$ cat src/rtl/bsm_pkg.sv
package bsm_pkg;
   typedef enum logic {
      DIR_UP = 1'b0,
      DIR_DN = 1'b1
   } step_dir_e;
endpackage

$ cat src/rtl/bsm_step_detect.sv
module bsm_step_detect (
   input  logic clk,
   input  logic rst_n,
   input  logic step_in,
   output logic step_rise
);
   logic step_q;

   always_ff @(posedge clk or negedge rst_n) begin
      if (!rst_n) step_q <= 1'b0;
      else        step_q <= step_in;
   end

   assign step_rise = step_in & ~step_q;
endmodule

$ cat src/rtl/bsm_pointer.sv
module bsm_pointer
   import bsm_pkg::*;
#(
   parameter int PTR_W = 8
) (
   input  logic             clk,
   input  logic             rst_n,
   input  logic             step_rise,
   input  step_dir_e        dir,
   input  logic             clr,
   input  logic             wr,
   output logic [PTR_W-1:0] ptr
);
   generate
      if (PTR_W < 1) begin : g_bad_width
         $error("bsm_pointer: PTR_W must be at least 1");
      end
   endgenerate

   logic             move;
   logic [PTR_W-1:0] ptr_nx;

   assign move = step_rise & ~wr;

   always_comb begin
      ptr_nx = ptr;
      if (clr)                  ptr_nx = '0;
      else if (move) begin
         if (dir == DIR_UP)     ptr_nx = ptr + 1'b1;
         else                   ptr_nx = ptr - 1'b1;
      end
   end

   always_ff @(posedge clk or negedge rst_n) begin
      if (!rst_n) ptr <= '0;
      else        ptr <= ptr_nx;
   end


   clr_zero_chk: assert property (@(posedge clk) disable iff (!rst_n)
      clr |=> (ptr == '0));


   wr_hold_chk: assert property (@(posedge clk) disable iff (!rst_n)
      (wr && !clr) |=> $stable(ptr));


   one_step_chk: assert property (@(posedge clk) disable iff (!rst_n)
      (!clr && !step_rise) |=> $stable(ptr));


   up_step_chk: assert property (@(posedge clk) disable iff (!rst_n)
      (step_rise && !wr && !clr && dir == DIR_UP)
         |=> (ptr == PTR_W'($past(ptr) + 1'b1)));


   dn_step_chk: assert property (@(posedge clk) disable iff (!rst_n)
      (step_rise && !wr && !clr && dir == DIR_DN)
         |=> (ptr == PTR_W'($past(ptr) - 1'b1)));
endmodule

$ cat src/rtl/bsm_store.sv
module bsm_store #(
   parameter int DATA_W = 8,
   parameter int PTR_W  = 8
) (
   input  logic              clk,
   input  logic              we,
   input  logic [PTR_W-1:0]  addr,
   input  logic [DATA_W-1:0] wdata,
   output logic [DATA_W-1:0] rdata
);
   localparam int WORDS = 1 << PTR_W;

   generate
      if (DATA_W < 1) begin : g_bad_data
         $error("bsm_store: DATA_W must be at least 1");
      end
   endgenerate

   logic [DATA_W-1:0] cells [WORDS];

   always_ff @(posedge clk) begin
      if (we) cells[addr] <= wdata;
   end

   assign rdata = cells[addr];
endmodule

$ cat src/rtl/byte_step_mem.sv
module byte_step_mem
   import bsm_pkg::*;
#(
   parameter int DATA_W = 8,
   parameter int DEPTH  = 256,
   localparam int PTR_W = (DEPTH > 1) ? $clog2(DEPTH) : 1
) (
   input  logic              clk,
   input  logic              rst_n,
   input  logic [DATA_W-1:0] din,
   input  logic              wr,
   input  logic              step,
   input  logic              dir,
   input  logic              ptr_clr,
   output logic [DATA_W-1:0] dout,
   output logic [PTR_W-1:0]  ptr
);
   generate
      if (DEPTH < 2 || (1 << PTR_W) != DEPTH) begin : g_bad_depth
         $error("byte_step_mem: DEPTH must be a power of two, at least 2");
      end
   endgenerate

   logic              step_rise;
   logic [DATA_W-1:0] rd_word;

   bsm_step_detect u_det (
      .clk       (clk),
      .rst_n     (rst_n),
      .step_in   (step),
      .step_rise (step_rise)
   );

   bsm_pointer #(.PTR_W(PTR_W)) u_ptr (
      .clk       (clk),
      .rst_n     (rst_n),
      .step_rise (step_rise),
      .dir       (step_dir_e'(dir)),
      .clr       (ptr_clr),
      .wr        (wr),
      .ptr       (ptr)
   );

   bsm_store #(.DATA_W(DATA_W), .PTR_W(PTR_W)) u_mem (
      .clk   (clk),
      .we    (wr),
      .addr  (ptr),
      .wdata (din),
      .rdata (rd_word)
   );

   assign dout = wr ? '0 : rd_word;


   wr_readback_chk: assert property (@(posedge clk) disable iff (!rst_n)
      ($past(wr) && !wr && $stable(ptr)) |-> (dout == $past(din)));
endmodule

$ cat config.mk
export PLATFORM = sky130hd
export DESIGN_NAME = byte_step_mem
export DESIGN_NICKNAME = d
export VERILOG_FILES = /design/src/rtl/bsm_pkg.sv /design/src/rtl/bsm_step_detect.sv /design/src/rtl/bsm_pointer.sv /design/src/rtl/bsm_store.sv /design/src/rtl/byte_step_mem.sv
export SDC_FILE = /design/constraint.sdc
export NUM_CORES = 2
export LEC_CHECK = 0
export BUFFER_PORTS_ARGS = -buffer_cell sky130_fd_sc_hd__buf_4
export CORE_UTILIZATION = 55
export CTS_BUF_LIST = sky130_fd_sc_hd__clkbuf_16
export DETAILED_ROUTE_END_ITERATION = 10
export MAX_ROUTING_LAYER = met4
export PLACE_DENSITY = 0.73
export SLEW_MARGIN = 30
export SYNTH_ARGS = -nofsm -noshare
export SYNTH_HDL_FRONTEND = slang
export SYNTH_SLANG_ARGS = --single-unit
$ cat constraint.sdc
create_clock -name clk -period 2.7 [get_ports clk]
set_input_delay 0.27 -clock clk [delete_from_list [all_inputs] [get_ports clk]]
set_output_delay 0.27 -clock clk [all_outputs]
set_load 0.005 [all_outputs]
==> summary.md <==
| Metric | Value |
|---|---|
| Outcome | finished with violations |
| Violated checks | setup timing |
| Area growth syn-to-layout | 21.2% |
| Max Fanout on Critical Path | 7 |
| Routed WL | just over 200000 microns |
| Worst Hold End | u_det.step_q$_DFF_PN0_ |
| RSZ-0062 raised after global routing | yes |
| Netlist cell types | 53 |
| Worst-Skew Late Latency | roughly 840 ps |
| Core Footprint | 144000 sq um |
| Inserted Clock Buffers | between 150 and 200 |
| CTS root buf | clkbuf_16 |
| Cells after DPL | about 6400 |
| HP Class | primary input to register |
| Synth Register Bits | around 2100 |
| Crit path from | u_ptr.ptr[1]$_DFFE_PN0P_ |
| Commonest non-fill, non-tap cell in the layout | edfxtp_1 |
| FP Rows | 139 |
| Routed vias/inst | about 6.3 |
| Maximum vdd drop | slightly above 0.7 mV |
| GRT Util Overall | 0.287 |
| Cell Count, Final, Fillers Out | approximately 6800 |
| Clk slew on worst S/H paths | approximately 60 ps |
| Top FF cell, synth | edfxtp_1 |
| Global-route wire length before repair | about 300000 microns |
| Bufs on Longest Clock Path | 3 |
| Max-cap violation count | 0 |
| Post-route cell area | between 90000 and 100000 sq um |
| Dpl cell area | 88500 sq um |
| Syn nets | a little over 4000 |
| Worst Tran Pin Value | roughly 810 ps |
| Ys Warns | 0 |
| Final Hold Vio Count | 0 |
| Die width | a little under 400 microns |
| Post-synthesis sequential area ratio | 0.769 |
| Setup CP Type | register to output port |
| Diodes inserted | 0 |
| Vias in the first global route | approximately 43000 |
| Async S/R FF share, synth | 0.00438 |
| CTS tree | built |
| Reg2reg start | u_ptr.ptr[1]$_DFFE_PN0P_ |
| Initial antenna violation count | 1 |
| Hold_ws | about 170 ps |
| PortBufs | 29 |
| H-tree depth | 4 |
| Dpl hpwl | ~130000 microns |
| Syn Inst Count | between 4000 and 5000 |
| Required @ worst endpoint | between 2000 and 2500 ps |
| Crit. End Element | output port |
| Pin count of the biggest net entering global routing | slightly above 100 |
| R2r setup slk | -230 ps |
| Power per Cell Area | between 600 and 700 nW/um^2 |
| Worst hold start | step |
| Clk sink count | approximately 2100 |
| CP arrival | 3900 ps |
| Setup TNS | -11790 ps |
| Hold path cells | 2 |
| Final Power | approximately 66 mW |
| Top cells by area, synth | edfxtp_1 (77%), mux4_2 (9.8%), mux2i_1 (4.5%), nor2_1 (1.4%), o22ai_1 (0.60%) |
| Max_slew headroom | 0.462 |
| Die area | 147000 sq um |
| Nets | about 4800 |
| Slack of the critical path | -1470 ps |
| Antenna Nets Post-Route | 0 |
| Mean routed wirelength per cell | a little under 30 microns |
| Cell area after synthesis | approximately 80000 sq um |
| Share of cells above drive strength 1 | 0.340 |
| Final setup vio count | 43 |
| Fin crit share | 1.55 |
| Reg2reg end | u_ptr.ptr[7]$_DFFE_PN0P_ |
| Clock Skew | 52.8 ps |
| Initial Utilization | 0.557 |
| IO Pins | 30 |
| # DRC | 0 |
| Reg2reg path depth | 11 |
| Total gr overflow | 0 |
| Pins Over Slew Limit | 0 |
| Number of synthesized flops with an enable pin | slightly above 2000 |
| Final Wtd Congestion | about 0.9 |
| Leading area contributor after synthesis | edfxtp_1 |
| Total number of vias | 43424 |
| Most frequent cells in the layout | edfxtp_1 (2048), buf_4 (594), mux4_2 (350) |
| Area share of the largest cell type after synthesis | 0.766 |
| Fmax | ~240 MHz |
| Min Clock Period, post-route | approximately 4200 ps |
| First-iteration detailed-routing DRC count | between 5000 and 6000 |
| CP startpoint kind | register |
| DRT Pass-1 Iters | 7 |
| Synthesized area per cell | ~20 sq um |
| Die H | 384 microns |
| Leak pwr | 30.8 nW |
stage by stage:
stage	worst slack [ps]	util
after global routing	-1530	0.675
after global placement	-1230	0.614
after CTS	-1470	0.670
after floorplan	-176	-
after detailed placement	-1200	0.614
final	-1470	0.675
per-layer routing:
layer / routed length (microns) / up-vias / GRT usage / part of all wire
met5: 0 / - / - / 0
met4: 6330 / 0 / 0.0889 / 0.031
met3: 18800 / 402 / 0.0496 / 0.092
met2: 99500 / 2401 / 0.445 / 0.49
met1: 78800 / 22538 / 0.392 / 0.39
li1: - / 18083 / - / -
power breakdown:
group	internal, mW	switching, mW
clock	15.3	11.6
combinational	1.61	2.21
sequential	35.1	0.0191
total	52.0	13.9
registers in the layout, summed over array words and instances, names as in the netlist:
name / flops
u_det.step_q: 1
u_mem.cells: 2048
u_ptr.ptr: 8
how the worst max path moves through the flow:
| stage | end | cells after the start | slack (ps) |
|---|---|---|---|
| floorplan | u_mem.cells[150][0]$_DFFE_PP_ | 9 | -180 |
| global placement | dout[3] | 11 | -1230 |
| detailed placement | dout[3] | 11 | -1200 |
| CTS | dout[0] | 10 | -1470 |
| global route | dout[7] | 9 | -1530 |
| finish | dout[3] | 12 | -1470 |
layout make-up:
type                       count  area, sq um
fill                        8675        46800
sequential                  2057        61700
tap                         1903         2380
inverter                       4         15.0
clock inverter               157         1330
multi-input combinational   1731        18800
timing repair buffer         791         8070
clock buffer                 198         4950
cell usage after synthesis, drive strengths merged (2+ instances only):
cell type / count
a221o: 16
edfxtp: 2048
inv: 4
or4: 15
nand3: 41
o21ai: 53
o22a: 8
nand4b: 2
a22oi: 61
ha: 6
nor4: 16
clkbuf: 88
mux4: 350
a21oi: 84
or3: 7
a31oi: 17
a22o: 2
o31a: 7
mux2: 29
a21boi: 8
nor2: 290
a21o: 3
o2111ai: 8
mux2i: 362
o221ai: 8
nand2b: 8
nand2: 100
and3: 11
xnor2: 6
nor2b: 21
buf: 157
o21bai: 10
o22ai: 77
a221oi: 25
or2: 2
dfrtp: 9
and2: 7
o211ai: 8
nor3: 34
nand4: 20
what timing repair did:
| action | 4_1_cts | 5_1_grt |
|---|---|---|
| resized for setup | 221 | 101 |
| endpoints found under the hold margin | 469 | 0 |
| setup endpoints to repair | 490 | 694 |
| hold buffers | 13 | 0 |
| gates cloned | 10 | 0 |
| pin swaps | 50 | 56 |
| setup buffers | 39 | 42 |
critical path, stage by stage (launching register included):
cell and delay, ps:
dfrtp_4 530, buf_12 170, buf_16 160, buf_4 170
mux2i_2 200, o22a_1 230, o221ai_2 130, or3_4 410
o31a_1 330, nor3_4 320, buf_6 160, nor3_4 60
buf_4 170
cell families after synthesis:
family                     count (synthesis)  share of synthesized area
and+or+nand+nor                          576                     0.0319
DFF                                     2057                      0.769
muxes                                    741                      0.147
buffers and inverters                    249                     0.0168
xor gates and xnor gates                   6                   0.000655
AOI/OAI and AO/OA                        401                     0.0332
adders and majority gates                  7                    0.00118
(Power assumes the default switching activity.)
